[src/rtl/lbc_pkg.sv]
package lbc_pkg;

    localparam int RDY_W = 2;

    typedef enum logic [2:0] {
        ST_IDLE,
        ST_T2A,
        ST_T2B,
        ST_LOCAL,
        ST_DOWN,
        ST_ABT,
        ST_REL
    } lbc_state_e;

    typedef enum logic [1:0] {
        CL_NONE,
        CL_LMEM,
        CL_LSLV,
        CL_PCI
    } lbc_class_e;

    typedef struct packed {
        lbc_state_e       st;
        logic             ldev_n;
        logic             lrdy_n;
        logic             boff_n;
        logic             req;
        logic             skip;
        logic             err;
        logic [RDY_W-1:0] cnt;
    } lbc_regs_t;

    localparam lbc_regs_t LBC_RST = '{
        st:     ST_IDLE,
        ldev_n: 1'b1,
        lrdy_n: 1'b1,
        boff_n: 1'b1,
        req:    1'b0,
        skip:   1'b0,
        err:    1'b0,
        cnt:    '0
    };

endpackage

[src/rtl/lbc_strap.sv]
module lbc_strap (
    input  logic clk,
    input  logic rst_n,
    input  logic strap_i,
    output logic late_o
);
    logic late_q;

    always_ff @(posedge clk) begin
        if (!rst_n) begin
            late_q <= !strap_i;
        end
    end

    assign late_o = late_q;

    // the captured choice never moves once reset has been released
    a_r3_strap_held: assert property (@(posedge clk) disable iff (!rst_n)
        $past(rst_n) |-> $stable(late_q));

endmodule

[src/rtl/lbc_classify.sv]
module lbc_classify
    import lbc_pkg::*;
(
    input  logic       ldev_in_n,
    input  logic       lmem_n,
    input  logic       dec_pci_i,
    output lbc_class_e cls_o
);
    always_comb begin
        if (!lmem_n) begin
            cls_o = CL_LMEM;
        end else if (!ldev_in_n) begin
            cls_o = CL_LSLV;
        end else if (dec_pci_i) begin
            cls_o = CL_PCI;
        end else begin
            cls_o = CL_NONE;
        end
    end
endmodule

[src/rtl/lbc_rdy_delay.sv]
module lbc_rdy_delay #(
    parameter int W   = 2,
    parameter int MAX = 2
) (
    input  logic [W-1:0] field_i,
    output logic [W-1:0] cycles_o
);
    localparam logic [W-1:0] MAXV = W'(MAX);

    assign cycles_o = (field_i > MAXV) ? MAXV : field_i;
endmodule

[src/rtl/lbc_claim_seq.sv]
module lbc_claim_seq
    import lbc_pkg::*;
(
    input  logic             clk,
    input  logic             rst_n,
    input  logic             smp_strap_i,
    input  logic             ads_n,
    input  logic             ldev_in_n,
    input  logic             lmem_n,
    input  logic             dec_pci_i,
    input  logic             last_rdy_n,
    input  logic             cfg_quiet_lmem,
    input  logic             cfg_boff_off,
    input  logic [RDY_W-1:0] cfg_rdy_dly,
    output logic             dn_req_o,
    input  logic             dn_done_i,
    input  logic             dn_abort_i,
    output logic             ldev_out_n,
    output logic             lrdy_n,
    output logic             boff_n,
    output logic             late_sample_o,
    output logic             retry_err_o
);
    lbc_regs_t        r_q;
    lbc_regs_t        r_d;
    logic             late;
    lbc_class_e       cls;
    logic [RDY_W-1:0] dly;
    logic             sample_now;
    logic             abort_now;

    lbc_strap u_strap (
        .clk     (clk),
        .rst_n   (rst_n),
        .strap_i (smp_strap_i),
        .late_o  (late)
    );

    lbc_classify u_cls (
        .ldev_in_n (ldev_in_n),
        .lmem_n    (lmem_n),
        .dec_pci_i (dec_pci_i),
        .cls_o     (cls)
    );

    lbc_rdy_delay #(.W(RDY_W), .MAX(2)) u_dly (
        .field_i  (cfg_rdy_dly),
        .cycles_o (dly)
    );

    always_comb begin
        r_d        = r_q;
        r_d.lrdy_n = 1'b1;
        r_d.boff_n = 1'b1;
        abort_now  = 1'b0;
        sample_now = (r_q.st == ST_T2B) || (r_q.st == ST_T2A && !late);

        case (r_q.st)
            ST_IDLE: begin
                if (!ads_n) begin
                    if (r_q.skip) begin
                        r_d.skip = 1'b0;
                    end else begin
                        r_d.st     = ST_T2A;
                        r_d.ldev_n = 1'b0;
                    end
                end
            end
            ST_T2A, ST_T2B: begin
                if (!sample_now) begin
                    r_d.st = ST_T2B;
                end else begin
                    case (cls)
                        CL_LMEM: begin
                            r_d.st = ST_LOCAL;
                            if (cfg_quiet_lmem) begin
                                r_d.ldev_n = 1'b1;
                            end
                        end
                        CL_LSLV: r_d.st = ST_LOCAL;
                        CL_PCI: begin
                            r_d.st  = ST_DOWN;
                            r_d.req = 1'b1;
                        end
                        default: abort_now = 1'b1;
                    endcase
                end
            end
            ST_LOCAL: begin
                if (!last_rdy_n) begin
                    r_d.ldev_n = 1'b1;
                    r_d.st     = ST_IDLE;
                end
            end
            ST_DOWN: begin
                if (dn_abort_i) begin
                    r_d.req   = 1'b0;
                    abort_now = 1'b1;
                end else if (dn_done_i) begin
                    r_d.req    = 1'b0;
                    r_d.lrdy_n = 1'b0;
                    r_d.ldev_n = 1'b1;
                    r_d.st     = ST_IDLE;
                end
            end
            ST_ABT: begin
                r_d.cnt = r_q.cnt - 1'b1;
                if (r_q.cnt == RDY_W'(1)) begin
                    r_d.lrdy_n = 1'b0;
                    r_d.st     = ST_REL;
                end
            end
            ST_REL: begin
                r_d.ldev_n = 1'b1;
                r_d.skip   = !cfg_boff_off;
                r_d.st     = ST_IDLE;
            end
            default: r_d = LBC_RST;
        endcase

        if (abort_now) begin
            if (cfg_boff_off) begin
                r_d.err = 1'b1;
            end else begin
                r_d.boff_n = 1'b0;
            end
            if (dly == '0) begin
                r_d.lrdy_n = 1'b0;
                r_d.st     = ST_REL;
            end else begin
                r_d.cnt = dly;
                r_d.st  = ST_ABT;
            end
        end
    end

    always_ff @(posedge clk) begin
        if (!rst_n) begin
            r_q <= LBC_RST;
        end else begin
            r_q <= r_d;
        end
    end

    assign dn_req_o      = r_q.req;
    assign ldev_out_n    = r_q.ldev_n;
    assign lrdy_n        = r_q.lrdy_n;
    assign boff_n        = r_q.boff_n;
    assign late_sample_o = late;
    assign retry_err_o   = r_q.err;

    // an unmarked strobe in idle is claimed on the next edge
    a_r2_claim_after_strobe: assert property (@(posedge clk) disable iff (!rst_n)
        (r_q.st == ST_IDLE && !ads_n && !r_q.skip) |=> !ldev_out_n);

    // a marked strobe is left unclaimed
    a_r9_rerun_unclaimed: assert property (@(posedge clk) disable iff (!rst_n)
        (r_q.st == ST_IDLE && !ads_n && r_q.skip) |=> ldev_out_n);

    // a locally owned cycle never requests downstream
    a_r4_local_no_req: assert property (@(posedge clk) disable iff (!rst_n)
        (r_q.st == ST_LOCAL) |-> !dn_req_o);

    // the claim is held for as long as a downstream request is open
    a_r6_req_keeps_claim: assert property (@(posedge clk) disable iff (!rst_n)
        dn_req_o |-> !ldev_out_n);

    // ready is a single-cycle pulse
    a_r6_rdy_pulse: assert property (@(posedge clk) disable iff (!rst_n)
        !lrdy_n |=> lrdy_n);

    // back-off is a single-cycle pulse
    a_r7_boff_pulse: assert property (@(posedge clk) disable iff (!rst_n)
        !boff_n |=> boff_n);

    // the error flag is sticky
    a_r10_err_sticky: assert property (@(posedge clk) disable iff (!rst_n)
        retry_err_o |=> retry_err_o);

endmodule

[config.mk]
export PLATFORM = sky130hd
export DESIGN_NAME = lbc_claim_seq
export DESIGN_NICKNAME = d
export VERILOG_FILES = /design/src/rtl/lbc_pkg.sv /design/src/rtl/lbc_strap.sv /design/src/rtl/lbc_classify.sv /design/src/rtl/lbc_rdy_delay.sv /design/src/rtl/lbc_claim_seq.sv
export SDC_FILE = /design/constraint.sdc
export NUM_CORES = 1
export LEC_CHECK = 0
export ABC_AREA = 1
export CORE_MARGIN = 5
export CORE_UTILIZATION = 45
export DETAILED_ROUTE_END_ITERATION = 16
export DONT_BUFFER_PORTS = 1
export GPL_ROUTABILITY_DRIVEN = 0
export PLACE_DENSITY = 0.66
export SYNTH_ARGS = -nofsm -noshare
export SYNTH_HDL_FRONTEND = slang
export SYNTH_SLANG_ARGS = --single-unit
[constraint.sdc]
create_clock -name clk -period 1.92 [get_ports clk]
set_clock_uncertainty 0.1 [all_clocks]
set_input_delay 0.192 -clock clk [delete_from_list [all_inputs] [get_ports clk]]
set_output_delay 0.192 -clock clk [all_outputs]
set_load 0.05 [all_outputs]
## Word level (Yosys, flattened, before mapping)

Index checks and enable logic that the tools add are counted.

| word-level totals | value |
|---|---|
| bits of input ports | 14 |
| output and inout bits | 6 |
| logic and storage cells | 100 |
| bits in registers | 12 |

| operators by class | value |
|---|---|
| bitwise logic cells | 3 |
| eq/ne operators | 27 |
| $add $sub $neg | 1 |
| reductions and logical operators | 19 |
| mux-type cells | 40 |
| $lt $le $gt $ge | 1 |

Operators with widths:

| operator | number |
|---|---|
| $ne A3 B3 Y1 const B | 7 |
| $mux W1 | 16 |
| $pmux W3 S5 | 1 |
| $mux W2 | 7 |
| $ne A2 B2 Y1 const B | 7 |
| $mux W3 | 4 |
| $mux W4 | 3 |
| $mux W5 | 2 |
| $eq A3 B3 Y1 const B | 3 |
| $reduce_and A9 Y1 | 1 |
| $reduce_and A7 Y1 | 1 |
| $reduce_or A7 Y1 | 1 |
| $eq A3 B2 Y1 const B | 2 |
| $pmux W1 S3 | 2 |
| $pmux W3 S2 | 1 |
| $reduce_or A6 Y1 | 1 |
| $ne A5 B4 Y1 const B | 1 |
| $pmux W1 S5 | 1 |
| $reduce_or A5 Y1 | 1 |
| $eq A2 B1 Y1 const B | 2 |
| $eq A2 B2 Y1 const B | 2 |
| $ne A2 B1 Y1 const B | 2 |
| $pmux W1 S2 | 2 |
| $pmux W2 S2 | 1 |
| 14 further kinds | 20 |

## Logic depth before layout (Yosys ltp)

| logic depth | value |
|---|---|
| word-level depth | 10 |
| mapped depth | 12 |
| mapped depth without buffers | 12 |

## Modules after synthesis

From an unflattened synthesis, not the netlist that was laid out.

| unflattened totals | value |
|---|---|
| cell total of the unflattened synthesis | 137 |
| area total of the unflattened synthesis | 874.6 µm² |

By module, submodules not included:

| module | times used | cells each | seq. area each (µm²) | area an instance (µm²) |
|---|---|---|---|---|
| lbc_claim_seq | 1 | 126 | 220.2 | 802.0 |
| lbc_strap | 1 | 3 | 30.0 | 37.5 |
| lbc_classify | 1 | 5 | 0.0 | 23.8 |
| lbc_rdy_delay | 1 | 3 | 0.0 | 11.3 |

## Least setup slack after synthesis

OpenSTA, ideal clock, no wires.

| timing path | value |
|---|---|
| path kind | reg-to-reg |
| start point | reg u_strap.late_q (netlist: u_strap.late_o) |
| end point | reg r_q[9] (netlist bit) |
| arrival time | 1.419 ns |
| cell stages (with the launch flop) | 10 |
| buffers on the path | 0 |
| library setup time | 0.114 ns |
| required time | 1.706 ns |
| slack | 0.287 ns |
| clock period less this slack | 1.633 ns |
| path through | edfxtp_1 -> nand2_1 -> nand3_4 -> nand2_4 -> inv_4 -> nand2_4 -> nand2_4 -> clkinv_2 -> nor2_1 -> nor2_1 |

| between the ends | value |
|---|---|
| cells in the longest elaborated chain, start to end | 7 |
| elaborated cells on any way between the ends | 16 |
| those cells by class | 7 x eq/ne; 5 x mux; 4 x reduce/logical |

Ends and longest elaborated chain:

| item | RTL line | source |
|---|---|---|
| start: declaration | lbc_strap.sv:7 | `logic late_q;` |
| start signal: assignment | lbc_strap.sv:11 | `late_q <= !strap_i;` |
| $logic_not A1 Y1 (*) | lbc_claim_seq.sv:56 | `sample_now = (r_q.st == ST_T2B) \|\| (r_q.st == ST_T2A && !late);` |
| $logic_and A1 B1 Y1 (*) | lbc_claim_seq.sv:56 |  |
| $logic_or A1 B1 Y1 (*) | lbc_claim_seq.sv:56 |  |
| $mux W1 | lbc_claim_seq.sv:70 | `if (!sample_now) begin` |
| $pmux W1 S2 | lbc_claim_seq.sv:58 | `case (r_q.st)` |
| $ne A5 B4 Y1 (no source line) / $ne A3 B3 Y1 (equally long branches) | n/a |  |
| $reduce_and A7 Y1 (no source line) | n/a |  |
| end signal: assignment | lbc_claim_seq.sv:141 | `r_q <= r_d;` |
| end: declaration | lbc_claim_seq.sv:24 | `lbc_regs_t r_q;` |

Every way passes the cells marked *; elsewhere a longest branch is shown, timed or not.
A chain may end at the register's enable or synchronous reset.

## Worst setup path in the final report

| timing path | value |
|---|---|
| start point | reg r_q[9] (netlist bit) |
| end point | reg r_q (netlist bit ldev_out_n) |

| between the ends | value |
|---|---|
| cells in the longest elaborated chain, start to end | 5 |
| elaborated cells on any way between the ends | 20 |
| those cells by class | 13 x eq/ne; 1 x mux; 1 x bitwise; 5 x reduce/logical |

Ends and longest elaborated chain:

| item | RTL line |
|---|---|
| $eq A3 B1 Y1 | lbc_claim_seq.sv:56, lbc_claim_seq.sv:58 |
| $logic_and A1 B1 Y1 | lbc_claim_seq.sv:56 |
| $logic_or A1 B1 Y1 | lbc_claim_seq.sv:56 |
| $ne A2 B2 Y1 (no source line) | n/a |
| $reduce_and A9 Y1 (no source line) | n/a |

Parallel ways exist; a longest one is shown, timed or not.

==> results.sh <==
export IMPL_clock_fmax_mhz=616
export IMPL_clock_path_buffers=2
export IMPL_powerDensity_nw_per_um2=1310
export IMPL_cp_endpoint="ldev_out_n"
export IMPL_die_h_um=53.3
export IMPL_num_io_pins=20
export IMPL_cp_cell_sequence="inv_1 > nand2_1 > nand2_1 > nand2_1 > nor3b_1 > nand2_1 > nand2_1 > nand3_1"
export IMPL_die_x_um=53.3
export IMPL_synth_xor_area_share_pct=0
export IMPL_synth_top_family_by_area="simple AND/OR/NAND/NOR gates"
export IMPL_ff2ff_setup_slack_ns=0.30
export IMPL_netlist_area_um2=843
export IMPL_maxCapViolCount=0
export IMPL_syn2layout_area_growth_pct=11.3
export IMPL_yosysWarnings=0
export IMPL_drc=0
export IMPL_rsz0062_at_grt="no"
export IMPL_dpl_worst_slack_ns=0.221
export IMPL_total_power_uw=1230
export IMPL_crit_buf_inv=1
export IMPL_io_buffers=0
export IMPL_syn_avg_cell_area_um2=6.75
export IMPL_synth_compound_area_share_pct=13.8
export IMPL_min_path_type="primary input to flip-flop"
export IMPL_leakagePower_uw=0.000459
export IMPL_synth_largest_area_cell="dfxtp_1"
export IMPL_clk_pin_slew_ns=0.08
export IMPL_yosysTopAreaCellShare_pct=26.1
export IMPL_hold_violations=0
export IMPL_multi_input_area_um2=492
export IMPL_yosys_area_share_simple_pct=38.6
export IMPL_die_area_um2=2840
export IMPL_ir_worst_vdd_mv=0.594
export IMPL_grt_pass1_wl_um=2980
export IMPL_async_reset_ff_share_pct=0
export IMPL_rows=15
export IMPL_setup_ws_ns=0.297
export IMPL_clock_sinks=12
export IMPL_layout_min_cycle_time_ns=1.62
export IMPL_synth_top_flop_cell="dfxtp_1"
export IMPL_cp_depth=8
export IMPL_min_period_over_period_pct=84.5
export IMPL_start_util_pct=48.3
export IMPL_cp_max_fo=7
export IMPL_r2r_start="r_q[9]"
export IMPL_synth_edf_count=1
export IMPL_cts_buffers=3
export IMPL_hpwlAfterDp_um=1470
export IMPL_antenna_left=0
export IMPL_path_delay_family="simple AND/OR/NAND/NOR gates"
export IMPL_grt_max_degree=10
export IMPL_synth_nets=143
export IMPL_first_pass_iters=4
export IMPL_synth_mux_area_fraction_pct=0
export IMPL_drive_gt1_share_pct=13.6
export IMPL_crit_start="r_q[9]"
export IMPL_worstMarginPinSlew_ns=0.508
export IMPL_rr_endpoint="ldev_out_n"
export IMPL_layout_common_cells="nand2_1, inv_1, nor2_1"
export IMPL_clockRootBuffer="clkbuf_4"
export IMPL_wl_um=1820
export IMPL_antenna_found_initial=0
export IMPL_synthTopCellsByArea="dfxtp_1, nand2_1, inv_1, ha_1, nand3_1"
export IMPL_yosysSeqAreaShare_pct=29.7
export IMPL_setup_viol=0
export IMPL_synthesis_instances=125
export IMPL_status="complete, no violations"
export IMPL_start_kind="flip-flop"
export IMPL_drv_slew=0
export IMPL_synth_seq_cells=12
export IMPL_path_common_cell="nand2_1"
export IMPL_insertion_delay_ns=0.28
export IMPL_synth_fa_ha_area_share_pct=5.93
export IMPL_netlist_cell_type_count=27
export IMPL_fin_area_um2=938
export IMPL_h_tree_depth=1
export IMPL_cts_setup_buffers=0
export IMPL_cp_data_arrival_time_ns=1.69
export IMPL_crit_type="flip-flop to flip-flop"
export IMPL_grt_total_usage_pct=14.3
export IMPL_dpl_instance_area_um2=871
export IMPL_seq_area_um2=251
export IMPL_cpMaxStageDelayCell="dfxtp_1"
export IMPL_nNetsFinal=151
export IMPL_reg2reg_depth=8
export IMPL_critPathCaptureType="flip-flop"
export IMPL_timing_slew_headroom_pct=66.1
export IMPL_grt_ovfl_total=0
export IMPL_drt_iter0_drc=32
export IMPL_cts_tree="built"
export IMPL_nFillCells=181
export IMPL_finalSetupTns_ns=0
export IMPL_required_ns=1.99
export IMPL_num_antenna_cells=0
export IMPL_vias_per_cell=5.04
export IMPL_wl_per_cell_um=11.6
export IMPL_cpPeakStageDelay_ns=0.45
export IMPL_core_area_um2=1750
export IMPL_grt_pass1_vias=705
export IMPL_layout_commonest_cell="nand2_1"
export IMPL_vias=792
==> sequential cells by signal (all words and copies together), names as in the netlist <==
name            flops
ldev_out_n          1
dn_req_o            1
u_strap.late_o      1
r_q                 6
boff_n              1
lrdy_n              1
retry_err_o         1
==> stage by stage <==
step	hold slack, ns	cells	utilization, %
floorplan	0.161	125	-
global placement	0.163	150	49.9
detailed placement	0.165	150	49.9
CTS	0.00531	157	53.7
global route	0.0234	157	53.8
finish	0.0113	157	53.8
==> per-layer routing <==
layer	track usage [%]	part of all wire, %	vias up
met2	21.0	46	16
met3	5.35	5.1	2
met4	4.68	1.0	0
met5	0	0	-
met1	19.1	48	356
li1	-	-	418
==> worst reg2reg max path, delay by kind of cell (launching register included) <==
family,cells,cell delay [ns]
buffers and inverters,1,0.16
DFF,1,0.45
and+or+nand+nor,7,0.80
==> Yosys cell counts, drive strengths merged (2+ instances only) <==
master	n
a21oi	6
nor2	15
inv	22
ha	4
o21ai	5
o21bai	2
nand4	3
dfxtp	11
nand2	34
o211ai	2
nor3	2
nand3	11
==> power by group <==
part / switching [uW] / internal [uW]
clock network: 87.0 / 115
logic: 377 / 210
registers: 131 / 312
total: 595 / 638
==> kinds of logic after synthesis <==
family | count (synthesis)
AOI/OAI and AO/OA | 19
adders and majority gates | 4
buffers and inverters | 24
DFF | 12
and+or+nand+nor | 66
==> layout make-up <==
cell class	instances	area share, %
clock buffers	4	3.87
inverters	23	9.60
multi-input cells	89	52.4
flip-flops and latches	12	26.8
well taps	25	3.33
repair buffers	4	4.00
==> timing repair <==
item | in CTS | in global routing
resized for setup | 0 | 1
hold buffers | 3 | 0
endpoints found under the setup margin | 0 | 1
hold endpoints to repair | 7 | 0
==> how the worst min path moves through the flow <==
stage	from	endpoint	slack, ns	cells past startpoint
after floorplan	rst_n	lrdy_n	0.16	1
after global placement	rst_n	lrdy_n	0.16	1
after detailed placement	rst_n	lrdy_n	0.16	1
after CTS	cfg_rdy_dly[0]	r_q[0]	0.005	2
after global routing	cfg_rdy_dly[0]	r_q[0]	0.02	2
final	cfg_rdy_dly[0]	r_q[0]	0.01	2
Note: power is estimated with default switching activity, not from simulation.
